<file path="src/rtl/nibble_irq_pkg.sv">
// Package: shared types for the nibble-loaded IRQ counter.
// Assumes: one bus event per M2 falling edge, decoded in the clk domain.
package nibble_irq_pkg;

    // One decoded bus cycle: the tick, plus the control writes it carries.
    typedef struct packed {
        logic tick;     // M2 falling edge seen this clk cycle
        logic wr_en;    // write to the enable register
        logic wr_ack;   // write to the acknowledge register
    } bus_evt_t;

endpackage

</file>
<file path="src/rtl/nibble_irq_decode.sv">
// Module: nibble_irq_decode
// Detects the M2 falling edge in the clk domain and decodes the write
// target from address bits 14..12. Assumes clk runs well above M2 and
// that address, data, R/W and ROM select are stable around the M2 fall.
module nibble_irq_decode
    import nibble_irq_pkg::*;
#(
    parameter int unsigned ADDR_W  = 3,
    parameter int unsigned NIBBLES = 4
) (
    input  logic               clk,
    input  logic               rst_n,
    input  logic [ADDR_W-1:0]  cpu_addr,
    input  logic               cpu_rw,
    input  logic               romsel_n,
    input  logic               m2,
    output logic [NIBBLES-1:0] wr_nib,
    output bus_evt_t           evt
);

    localparam logic [ADDR_W-1:0] EN_CODE  = ADDR_W'(NIBBLES);
    localparam logic [ADDR_W-1:0] ACK_CODE = ADDR_W'(NIBBLES + 1);

    logic m2_q;
    logic fall;
    logic wr_stb;

    // Remember the previous M2 level so that its falling edge can be seen.
    always_ff @(posedge clk) begin
        if (!rst_n) begin
            m2_q <= 1'b0;
        end else begin
            m2_q <= m2;
        end
    end

    // A bus cycle ends where M2 was high and is now low.
    always_comb begin
        fall   = m2_q & ~m2;
        wr_stb = fall & ~romsel_n & ~cpu_rw;
    end

    // One strobe per counter nibble, selected by its own address code.
    for (genvar k = 0; k < NIBBLES; k++) begin : g_nib_sel
        assign wr_nib[k] = wr_stb && (cpu_addr == ADDR_W'(k));
    end

    // Control strobes for the enable and acknowledge registers.
    always_comb begin
        evt.tick   = fall;
        evt.wr_en  = wr_stb && (cpu_addr == EN_CODE);
        evt.wr_ack = wr_stb && (cpu_addr == ACK_CODE);
    end

endmodule

</file>
<file path="src/rtl/nibble_irq_count.sv">
// Module: nibble_irq_count
// The up-counter, held as separate nibble registers so that each one can
// be loaded on its own. A nibble write takes priority over the increment
// in the same tick. Reports a wrap when it steps from all ones to zero.
module nibble_irq_count #(
    parameter int unsigned NIB_W   = 4,
    parameter int unsigned NIBBLES = 4,
    localparam int unsigned CNT_W  = NIB_W * NIBBLES
) (
    input  logic               clk,
    input  logic               rst_n,
    input  logic               tick,
    input  logic [NIBBLES-1:0] wr_nib,
    input  logic [NIB_W-1:0]   wr_data,
    output logic [CNT_W-1:0]   cnt,
    output logic               wrap
);

    logic [NIB_W-1:0] nib_q [NIBBLES];
    logic [CNT_W-1:0] inc;
    logic             any_wr;
    logic             step;

    // Next count value and whether this tick counts or loads.
    always_comb begin
        any_wr = |wr_nib;
        step   = tick & ~any_wr;
        inc    = cnt + CNT_W'(1);
        wrap   = step & (&cnt);
    end

    // Each nibble is either loaded, stepped with the whole count, or held.
    for (genvar k = 0; k < NIBBLES; k++) begin : g_nib
        always_ff @(posedge clk) begin
            if (!rst_n) begin
                nib_q[k] <= '0;
            end else if (wr_nib[k]) begin
                nib_q[k] <= wr_data;
            end else if (step) begin
                nib_q[k] <= inc[k*NIB_W +: NIB_W];
            end
        end
        assign cnt[k*NIB_W +: NIB_W] = nib_q[k];
    end

endmodule

</file>
<file path="src/rtl/nibble_irq_flag.sv">
// Module: nibble_irq_flag
// Holds the interrupt enable and the sticky pending flag. A wrap with the
// enable set wins over an acknowledge in the same tick.
module nibble_irq_flag (
    input  logic clk,
    input  logic rst_n,
    input  logic wr_en,
    input  logic en_bit,
    input  logic wr_ack,
    input  logic wrap,
    output logic en,
    output logic pend
);

    // Enable register: loaded from data bit 0 on its own write.
    always_ff @(posedge clk) begin
        if (!rst_n) begin
            en <= 1'b0;
        end else if (wr_en) begin
            en <= en_bit;
        end
    end

    // Pending flag: set by an enabled wrap, cleared by acknowledge.
    always_ff @(posedge clk) begin
        if (!rst_n) begin
            pend <= 1'b0;
        end else if (wrap && en) begin
            pend <= 1'b1;
        end else if (wr_ack) begin
            pend <= 1'b0;
        end
    end

endmodule

</file>
<file path="src/rtl/nibble_irq_counter.sv">
// Module: nibble_irq_counter (top)
// A bus-cycle counter that raises an active-low IRQ when it wraps. The
// count is loaded a nibble at a time, and enable and acknowledge have
// their own addresses. Assumes the clk domain samples M2.
module nibble_irq_counter
    import nibble_irq_pkg::*;
#(
    parameter int unsigned NIB_W   = 4,
    parameter int unsigned NIBBLES = 4,
    parameter int unsigned ADDR_W  = 3
) (
    input  logic              clk,
    input  logic              rst_n,
    input  logic [ADDR_W-1:0] cpu_addr,
    input  logic [NIB_W-1:0]  cpu_data,
    input  logic              cpu_rw,
    input  logic              romsel_n,
    input  logic              m2,
    output logic              irq_n
);

    localparam int unsigned CNT_W = NIB_W * NIBBLES;

    bus_evt_t           evt;
    logic [NIBBLES-1:0] wr_nib;
    logic [CNT_W-1:0]   cnt;
    logic               wrap;
    logic               en;
    logic               pend;

    nibble_irq_decode #(
        .ADDR_W  (ADDR_W),
        .NIBBLES (NIBBLES)
    ) u_decode (
        .clk      (clk),
        .rst_n    (rst_n),
        .cpu_addr (cpu_addr),
        .cpu_rw   (cpu_rw),
        .romsel_n (romsel_n),
        .m2       (m2),
        .wr_nib   (wr_nib),
        .evt      (evt)
    );

    nibble_irq_count #(
        .NIB_W   (NIB_W),
        .NIBBLES (NIBBLES)
    ) u_count (
        .clk     (clk),
        .rst_n   (rst_n),
        .tick    (evt.tick),
        .wr_nib  (wr_nib),
        .wr_data (cpu_data),
        .cnt     (cnt),
        .wrap    (wrap)
    );

    nibble_irq_flag u_flag (
        .clk    (clk),
        .rst_n  (rst_n),
        .wr_en  (evt.wr_en),
        .en_bit (cpu_data[0]),
        .wr_ack (evt.wr_ack),
        .wrap   (wrap),
        .en     (en),
        .pend   (pend)
    );

    // The request line follows the pending flag, active low.
    assign irq_n = ~pend;

endmodule

</file>
<file path="config.mk">
export PLATFORM = sky130hd
export DESIGN_NAME = nibble_irq_counter
export DESIGN_NICKNAME = d
export VERILOG_FILES = /design/src/rtl/nibble_irq_pkg.sv /design/src/rtl/nibble_irq_decode.sv /design/src/rtl/nibble_irq_count.sv /design/src/rtl/nibble_irq_flag.sv /design/src/rtl/nibble_irq_counter.sv
export SDC_FILE = /design/constraint.sdc
export NUM_CORES = 1
export LEC_CHECK = 0
export BUFFER_PORTS_ARGS = -buffer_cell sky130_fd_sc_hd__buf_2
export CAP_MARGIN = 5
export CORE_MARGIN = 3
export CORE_UTILIZATION = 50
export CTS_CLUSTER_DIAMETER = 150
export DETAILED_ROUTE_END_ITERATION = 10
export GPL_TIMING_DRIVEN = 0
export PLACE_DENSITY_LB_ADDON = 0.12
export SYNTH_ARGS = -nofsm -noshare
export SYNTH_HDL_FRONTEND = slang
export SYNTH_SLANG_ARGS = --single-unit
</file>
<file path="constraint.sdc">
create_clock -name clk -period 2.1 [get_ports clk]
set_input_delay 0.21 -clock clk [delete_from_list [all_inputs] [get_ports clk]]
set_output_delay 0.21 -clock clk [all_outputs]
set_load 0.02 [all_outputs]
</file>
==> flow_metrics.tcl, run 1 <==
set metrics [dict create \
    clk_latency_ns 0.29 \
    coreArea_sq_um 2318 \
    final_nets 159 \
    tightest_slew_ns 0.4569 \
    grt_pass1_wl_mm 4.671 \
    slowest_stage "or4b_1" \
    wl_per_cell_um 15.88 \
    vias 1022 \
    drc_errors 0 \
    cp_top_family "simple AND/OR/NAND/NOR gates" \
    antenna_cells 0 \
    switching_share 0.2554 \
    wl_mm 2.748 \
    p_leak_nw 0.4649 \
    setup_tns_ns 0 \
    drive_above_1_share 0.2138 \
    ys_warn_count 0 \
    slew_headroom 0.6934 \
    cts_sinks 19 \
    timing.final.crit_share 0.8966 \
    core.rowCount 17 \
    synth_largest_area_cell "edfxtp_1" \
    crit_path_end_kind "flop" \
    final_common_cell "nand2_1" \
    drtIter0Drc 40 \
    avgSynthCellArea_sq_um 9.913 \
    fin_skew_ns 0.002794 \
    drtAntennaViolNets 0 \
    cts_root_buf "clkbuf_4" \
    vias_per_cell 5.908 \
    fmaxAchievable_mhz 531.1 \
    synth_top_area_share 0.3728 \
    ir_worst_vdd_uv 410.6 \
    synth_compound_area_frac 0.1214 \
    final_cell_mix "nand2_1 (23), edfxtp_1 (16), buf_2 (13), o21ai_1 (10), xnor2_1 (8)" \
    io_buffer_count 11 \
    syn_area_sq_um 1289 \
    cp_num_buf_inv 1 \
    drv_cap 0 \
    synth-edff-count 16 \
    synth_fa_ha_area_frac 0.009709 \
    cp.arrival_ns 1.83 \
    seq_area_frac_synth 0.4194 \
    ys_ff_latch 19 \
    async_flop_share 0 \
    syn_to_final_growth_pct 9.029 \
    status "complete, no violations" \
    r2r_cells 5 \
    synth_area_leaders "edfxtp_1 (37%), nand2_1 (6.7%), xnor2_1 (5.4%)" \
    ctsHoldBuffers 0 \
    gp_congestion 0.8199 \
    synth.net_count 143 \
    die_w_um 56.77 \
    grt_pass1_vias 1057 \
    intPower_w 0.0005329 \
    crit_path_cell_trace "or4b_1 > buf_6 > nor2_1 > nand2_1 > o21ai_1" \
    synth_top_family_by_area "simple AND/OR/NAND/NOR gates" \
    p_per_area_nw_per_um2 509.4 \
    nFillCells 204 \
    netlist-cell-type-count 37 \
    crit_path_end "u_count.nib_q[2][3]" \
    crit_cells 5 \
    htreeDepth 1 \
    rsz0062_at_grt "no" \
    synth_flop_cell "edfxtp_1" \
    io_pins 13 \
    crit_fanout 8 \
    die_y_um 56.77 \
    setup_viol 0 \
    regArea_sq_um 540.5 \
    pwr-share-clk 0.257 \
    combPwrFrac 0.117 \
    drtPass1Iterations 4 \
    cts_post_setup_buffers_inserted 0 \
    hold_path.class "in -> reg" \
    hold_viol 0 \
    design_area_sq_um 1405 \
    reg2reg_slack_ns 0.22 \
    placed_area_sq_um 1379 \
    clk_transition_reported_paths_ns 0.11 \
    antenna_found_initial 0 \
    start_util 0.5559 \
    final-max-slew-violation-count 0 \
    synthSimpleGateAreaFrac 0.3165 \
    overflow 0 \
    synth_mux_area_frac 0.007767 \
    clockBufferDepth 2 \
    cts_resized 0 \
    grt_usage 0.1883 \
    crit_path_start_kind "flop" \
    final_core_util 0.6060 \
    multi_input_area_sq_um 700.7 \
    p_switching_w 0.0001828 \
    critPathRequiredTime_ns 2.05 \
    post-dp-hpwl_mm 2.123 \
    finalCriticalPeriod_ns 1.883 \
    dieArea_sq_um 3223 \
    cts_tree "done" \
    seq_power_share 0.625 \
    synth_xor_area_frac 0.08835 \
    power_w 0.0007157 \
    r2r-start "u_decode.m2_q" \
    postSynthCellCount 130 \
    grt_max_degree 11 \
    crit_type "reg -> reg" \
    slowest_delay_ns 0.45 \
    crit_path_start "u_decode.m2_q" \
    rr_endpoint "u_count.nib_q[2][3]" \
    numCtsBuffers 3 \
]
[per-stage QoR]
| stage | hold WS (ns) | worst slack [ns] | std cells |
|---|---|---|---|
| final | 0.1493 | 0.2171 | 173 |
| after global routing | 0.1593 | 0.09523 | 173 |
| after CTS | 0.1435 | 0.2158 | 173 |
| after detailed placement | 0.4566 | 0.1565 | 169 |
| after global placement | 0.4483 | 0.2229 | 169 |
| after floorplan | 0.3317 | 0.4547 | 130 |
[worst reg2reg max path, cell delays in order, from the launching register on]
cell and delay (ns):
dfxtp_1 0.36, or4b_1 0.45, buf_6 0.17, nor2_1 0.09
nand2_1 0.08, o21ai_1 0.39
[Yosys cell counts, types with 3 or more instances]
cell type  number
edfxtp_1       16
nand2b_1        3
dfxtp_1         3
inv_1           5
o21ai_1        10
nor3_1          4
xnor2_1         8
nor2_1          3
o21ai_2         7
xor2_1          5
nand2_1        23
nand4_1         6
nand3_1         6
or3_1           3
[sequential cells by signal, summed over array words and instances (netlist names)]
name,count
u_count.nib_q,16
u_flag.en,1
u_decode.m2_q,1
u_flag.pend,1
[worst min-delay path by stage]
stage               endpoint   from  cells past startpoint
2_1_floorplan  u_decode.m2_q  rst_n                      1
3_3_place_gp   u_decode.m2_q     m2                      2
3_5_place_dp   u_decode.m2_q     m2                      2
4_1_cts        u_decode.m2_q     m2                      2
5_1_grt        u_decode.m2_q     m2                      2
6_report       u_decode.m2_q     m2                      2
[power by group through the flow]
stage	sequential, W	combinational (W)	clock [W]
2_1_floorplan	0.000450	0.0000529	0
3_3_place_gp	0.000454	0.0000822	0
3_5_place_dp	0.000456	0.0000835	0
4_1_cts	0.000447	0.0000844	0.000191
5_1_grt	0.000450	0.0000936	0.000207
6_report	0.000447	0.0000840	0.000184
[layer usage]
metal / wire (um) / track usage
met1: 1274 / 0.2472
met3: 121 / 0.02529
met5: 0 / 0
met2: 1291 / 0.3020
met4: 61 / 0.09272
[cell type report]
| type | instances | area share |
|---|---|---|
| Buffer | 4 | 0.02048 |
| Clock buffer | 4 | 0.01870 |
| Inverter | 5 | 0.01336 |
| Multi-Input combinational cell | 102 | 0.4987 |
| Sequential cell | 19 | 0.3847 |
| Tap cell | 28 | 0.02493 |
| Timing Repair Buffer | 11 | 0.03918 |
[cells by family (layout without fill, tap and decap cells)]
kind of cell	count (synthesis)	in the layout
flip-flops	19	19
adder cells (fa/ha/maj)	1	1
buffers and inverters	9	24
XOR/XNOR	13	13
AND/OR/NAND/NOR	64	64
multiplexers	1	1
AO/OA/AOI/OAI	23	23
Note: power is estimated with default switching activity, not from simulation.
==> run 2, diff against run 1 <==
--- a/config.mk
+++ b/config.mk
@@ -5,13 +5,13 @@
 export SDC_FILE = /design/constraint.sdc
 export NUM_CORES = 1
 export LEC_CHECK = 0
+export ABC_AREA = 1
 export BUFFER_PORTS_ARGS = -buffer_cell sky130_fd_sc_hd__buf_2
 export CAP_MARGIN = 5
 export CORE_MARGIN = 3
 export CORE_UTILIZATION = 50
 export CTS_CLUSTER_DIAMETER = 150
 export DETAILED_ROUTE_END_ITERATION = 10
-export GPL_TIMING_DRIVEN = 0
 export PLACE_DENSITY_LB_ADDON = 0.12
 export SYNTH_ARGS = -nofsm -noshare
 export SYNTH_HDL_FRONTEND = slang
==> constraint.sdc (replaced) <==
create_clock -name clk -period 2.1 [get_ports clk]
set_input_delay 0.315 -clock clk [delete_from_list [all_inputs] [get_ports clk]]
set_output_delay 0.315 -clock clk [all_outputs]
set_load 0.02 [all_outputs]
==> run 2 against run 1 <==
Net effect:
- die area increased by 1.6%
- core utilization decreased by 0.070 points
- hold slack improved by 0.074 ns
- total power decreased by 1.0%
- sequential power decreased by 1%
==> flow_metrics.tcl, run 2 <==
set metrics [dict create \
    status "complete, no violations" \
    timing.final.crit_share 0.7559 \
    final_cell_mix "nand2_1 (46), inv_1 (18), edfxtp_1 (16), nand3_1 (13)" \
    busiest_layer "met2" \
    vias_per_cell 5.370 \
    netlist-cell-type-count 27 \
    final_core_util 0.6053 \
    largest_register_ffs 16 \
    post-dp-hpwl_mm 2.133 \
    grt_pass1_vias 1075 \
    crit_type "reg -> reg" \
    drtPass1Iterations 4 \
    cts_post_setup_buffers_inserted 0 \
    ir_worst_vdd_uv 334.4 \
    drv_cap 0 \
    synth_top_area_share 0.3664 \
    min_to "u_decode.m2_q" \
    final_nets 197 \
    syn_area_sq_um 1311 \
    wl_per_cell_um 12.54 \
    rsz0062_at_grt "no" \
    grt_max_degree 14 \
    cts_tree "done" \
    crit_path_end_kind "flop" \
    gr-usage-met3 0.02262 \
    fmaxAchievable_mhz 630.0 \
    final-max-slew-violation-count 0 \
    cts_resized 0 \
    dieArea_sq_um 3273 \
    drtIter0Drc 47 \
    setup_tns_ns 0 \
    place_ws_ns 0.5421 \
    clockBufferDepth 2 \
    cts_root_buf "clkbuf_4" \
    regMostFlops "u_count.nib_q" \
    io_buffer_count 12 \
    met1_usage 0.2525 \
    fin_cells 211 \
    htreeDepth 1 \
    postSynthCellCount 169 \
    reg2reg_slack_ns 0.51 \
    clk_latency_ns 0.29 \
    cp.arrival_ns 1.64 \
    critPathRequiredTime_ns 2.16 \
    wl_mm 2.646 \
    drc_errors 0 \
    final_common_cell "nand2_1" \
    synth.net_count 182 \
    die_w_um 57.21 \
    rr_endpoint "u_count.nib_q[2][2]" \
    holdWs_ns 0.2235 \
    avgSynthCellArea_sq_um 7.759 \
    ctsHoldBuffers 0 \
    crit_fanout 6 \
    hp-start "m2" \
    fin_skew_ns 0.004752 \
    yosys-top-cells-count "nand2_1 (46), inv_1 (18), edfxtp_1 (16)" \
    cts_sinks 19 \
    tightest_slew_ns 0.3997 \
    die_y_um 57.21 \
    drtAntennaViolNets 0 \
    synth-edff-count 16 \
    synth_most_common_cell "nand2_1" \
    r2r_cells 8 \
    synth_flop_cell "edfxtp_1" \
    finalCriticalPeriod_ns 1.587 \
    ys_warn_count 0 \
    antenna_found_initial 0 \
    crit_path_start_kind "flop" \
    start_util 0.5604 \
    dp_cells 207 \
    seq_area_frac_synth 0.4122 \
    async_flop_share 0 \
    io_pins 13 \
    grt_usage 0.1769 \
    p_per_area_nw_per_um2 500.2 \
    core.rowCount 17 \
    antenna_cells 0 \
    r2r-start "u_count.nib_q[0][0]" \
    p_leak_nw 0.5828 \
    grt_pass1_wl_mm 4.692 \
    vias 1133 \
    min_path_cells 3 \
    ys_ff_latch 19 \
    syn_to_final_growth_pct 8.015 \
    drive_above_1_share 0.2186 \
    hold_path.class "in -> reg" \
    gp_congestion 0.8174 \
    met2_usage 0.2887 \
    hold_viol 0 \
    numCtsBuffers 3 \
    slew_headroom 0.7323 \
    synth_area_leaders "edfxtp_1 (37%), nand2_1 (13%), inv_1 (5.2%)" \
    clk_transition_reported_paths_ns 0.11 \
    overflow 0 \
    synth_largest_area_cell "edfxtp_1" \
    timing.final.ws_setup_ns 0.5127 \
    setup_viol 0 \
    coreArea_sq_um 2340 \
]
==> run 2: cell types whose count changed after synthesis, sizes merged, moves of 4 or more <==
cell / delta
nand3: +11
nor4: -4
xnor2: -4
nand2: +28
o21ai: -11
nor2: +17
inv: +19
o22ai: +6
==> run 2: where the power goes <==
group	total, W	internal [W]	switching, W	leakage (nW)
clock	0.000181	0.0000738	0.000107	0.0150
sequential	0.000442	0.000427	0.0000153	0.192
combinational	0.0000850	0.0000294	0.0000556	0.376
==> run 2: final cells by class <==
type | instances | area, sq um
Fill cell | 221 | 923.4
Multi-Input combinational cell | 123 | 660.6
Sequential cell | 19 | 540.5
Inverter | 25 | 93.84
Timing Repair Buffer | 12 | 60.06
Tap cell | 28 | 35.03
Clock buffer | 4 | 26.28
==> run 2: logic make-up after synthesis <==
group / after synthesis / share of synthesized area
fa+ha+maj: 1 / 0.009540
simple gates: 98 / 0.3712
xor+xnor: 6 / 0.04008
compound gates: 18 / 0.08302
flops: 19 / 0.4122
buf+inv: 27 / 0.08396
==> run 2: worst max-delay path by stage <==
stage                             start  slack [ns]  cells past startpoint                  end
finish              u_count.nib_q[0][0]        0.51                      8  u_count.nib_q[2][2]
detailed placement  u_count.nib_q[0][0]        0.54                      8  u_count.nib_q[2][2]
CTS                 u_count.nib_q[0][0]        0.53                      8  u_count.nib_q[2][2]
floorplan           u_count.nib_q[0][0]        0.73                      8  u_count.nib_q[2][2]
global placement    u_count.nib_q[0][0]        0.54                      8  u_count.nib_q[2][2]
global route        u_count.nib_q[0][0]        0.43                      8  u_count.nib_q[2][2]
==> run 2: worst max-delay path, cell delays in order (launching register included) <==
cell	delay, ns
edfxtp_1	0.41
ha_1	0.23
nand2_2	0.08
nor2_4	0.21
nand3_2	0.11
nor2_2	0.15
nor2_1	0.06
nand2_1	0.06
nand2_1	0.05
==> run 2: metrics by stage <==
stage	total power [W]	instance area [sq um]
global placement	0.0005335	1390
global route	0.0007437	1416
finish	0.0007085	1416
CTS	0.0007104	1416
detailed placement	0.0005352	1390
floorplan	0.0005076	1311
==> run 2: metal layers <==
layer / up-vias / share of wire
met1: 529 / 0.48
met3: 2 / 0.034
met4: 0 / 0.0068
met2: 18 / 0.48
li1: 584 / -
met5: - / 0
==> run 3, diff against run 2 <==
==> constraint.sdc (replaced) <==
create_clock -name clk -period 1.4 [get_ports clk]
set_input_delay 0.21 -clock clk [delete_from_list [all_inputs] [get_ports clk]]
set_output_delay 0.21 -clock clk [all_outputs]
set_load 0.02 [all_outputs]
==> run 3 against run 2 <==
Net effect:
- the flow now finishes with violations (negative setup slack)
- combinational power grew 99%
- sequential power grew 49%
- cell count grew 9.0%
- via count up 6.6%
- die area unchanged
- critical path depth is the same
- maximum frequency increased by 11%
- critical path type unchanged
- largest cell class unchanged
- highest routed layer unchanged
==> flow_metrics.tcl, run 3 (synthesis results as in run 2) <==
set metrics [dict create \
    final_common_cell "nand2_1" \
    ir_worst_vdd_uv 625.0 \
    wl_mm 3.082 \
    die_y_um 57.21 \
    htreeDepth 1 \
    final_nets 216 \
    final_core_util 0.6797 \
    crit_path_start_kind "flop" \
    die_w_um 57.21 \
    final_cell_mix "nand2_1 (43), buf_4 (19), inv_1 (17), edfxtp_1 (16)" \
    p_leak_nw 0.6784 \
    setup_viol 3 \
    cp.arrival_ns 1.51 \
    vias_per_cell 5.252 \
    rsz0062_at_grt "yes" \
    hp-start "m2" \
    p_per_area_nw_per_um2 705.8 \
    fmaxAchievable_mhz 699.3 \
    cts_root_buf "clkbuf_4" \
    crit_path_start "u_count.nib_q[0][0]" \
    power_w 0.001122 \
    drtIter0Drc 52 \
    wl_per_cell_um 13.40 \
    place_ws_ns -0.01772 \
    drtPass1Iterations 4 \
    start_util 0.5604 \
    crit_path_end_kind "flop" \
    timing.final.crit_share 1.021 \
    reg2reg_slack_ns -0.03 \
    seq_power_share 0.588 \
    grt_pass1_wl_mm 5.119 \
    post-dp-hpwl_mm 2.457 \
    min_path_cells 3 \
    crit_fanout 6 \
    clockBufferDepth 2 \
    vias 1208 \
    pwr-share-clk 0.261 \
    grt_max_degree 12 \
    grt_pass1_vias 1179 \
    r2r-start "u_count.nib_q[0][0]" \
    drive_above_1_share 0.3366 \
    syn_to_final_growth_pct 21.28 \
    hold_path.class "in -> reg" \
    status "finished, violations left" \
    crit_type "reg -> reg" \
    drc_errors 0 \
    io_buffer_count 12 \
    clk_transition_reported_paths_ns 0.12 \
    hold_viol 0 \
    fin_skew_ns 0.004927 \
    numCtsBuffers 3 \
    drtAntennaViolNets 0 \
    clk_latency_ns 0.30 \
    rr_endpoint "u_count.nib_q[2][2]" \
    core.rowCount 17 \
    final-max-slew-violation-count 0 \
    coreArea_sq_um 2340 \
    grt_usage 0.1961 \
    cts_sinks 19 \
    dieArea_sq_um 3273 \
    tightest_slew_ns 0.3582 \
    intPower_w 0.0008216 \
    finalCriticalPeriod_ns 1.430 \
    r2r_cells 8 \
    min_to "u_decode.m2_q" \
    drv_cap 0 \
    antenna_found_initial 0 \
    combPwrFrac 0.151 \
    failed_checks "negative setup slack" \
    p_switching_w 0.0003008 \
    overflow 0 \
    slew_headroom 0.7594 \
    cts_tree "done" \
    switching_share 0.2680 \
    gp_congestion 0.8604 \
    setup_tns_ns -0.07153 \
    io_pins 13 \
    holdWs_ns 0.1058 \
    antenna_cells 0 \
    timing.final.ws_setup_ns -0.03007 \
    critPathRequiredTime_ns 1.48 \
    largest_register_ffs 16 \
    regMostFlops "u_count.nib_q" \
]
[run 3: power groups by stage]
stage          logic [W]  clock network, W  registers, W
2_1_floorplan  0.0000905                 0      0.000671
3_3_place_gp    0.000150                 0      0.000672
3_5_place_dp    0.000152                 0      0.000673
4_1_cts         0.000154          0.000288      0.000660
5_1_grt         0.000187          0.000318      0.000663
6_report        0.000169          0.000293      0.000660
[run 3: through the flow]
stage	cells	instance area, sq um
2_1_floorplan	169	1311
4_1_cts	224	1514
3_5_place_dp	220	1488
6_report	230	1590
5_1_grt	230	1590
3_3_place_gp	220	1488
[run 3: what timing repair did]
action                     in CTS  in global routing
gates resized for setup         1                  9
setup buffers                   0                  6
hold buffers                    0                  0
pin swaps                       2                  5
setup endpoints to repair       6                 15
[run 3: per-layer routing]
layer / global-route usage / up-vias / share of wire
met5: 0 / - / 0
met3: 0.03167 / 7 / 0.045
met1: 0.2598 / 548 / 0.46
met4: 0.08609 / 0 / 0.017
met2: 0.3148 / 31 / 0.48
li1: - / 622 / -
[run 3: layout make-up]
type,count,area [sq um]
Timing Repair Buffer,31,202.7
Fill cell,212,749.5
Tap cell,28,35.03
Multi-Input combinational cell,123,691.9
Sequential cell,19,540.5
Clock buffer,4,26.28
Inverter,25,93.84
[run 3: worst max-delay path by stage]
stage / cells past startpoint / to
2_1_floorplan: 8 / u_count.nib_q[2][2]
5_1_grt: 8 / u_count.nib_q[2][2]
3_3_place_gp: 8 / u_count.nib_q[2][2]
3_5_place_dp: 8 / u_count.nib_q[2][2]
4_1_cts: 8 / u_count.nib_q[2][2]
6_report: 8 / u_count.nib_q[2][2]
[run 3: worst max-delay path, cell delays in order, from the launching register on]
cell and delay, ns:
edfxtp_1 0.39, ha_2 0.20, nand2_2 0.06, nor2_4 0.18, nand3_2 0.11, nor2_2 0.11
nor2_1 0.05, nand2_1 0.05, nand2_1 0.04
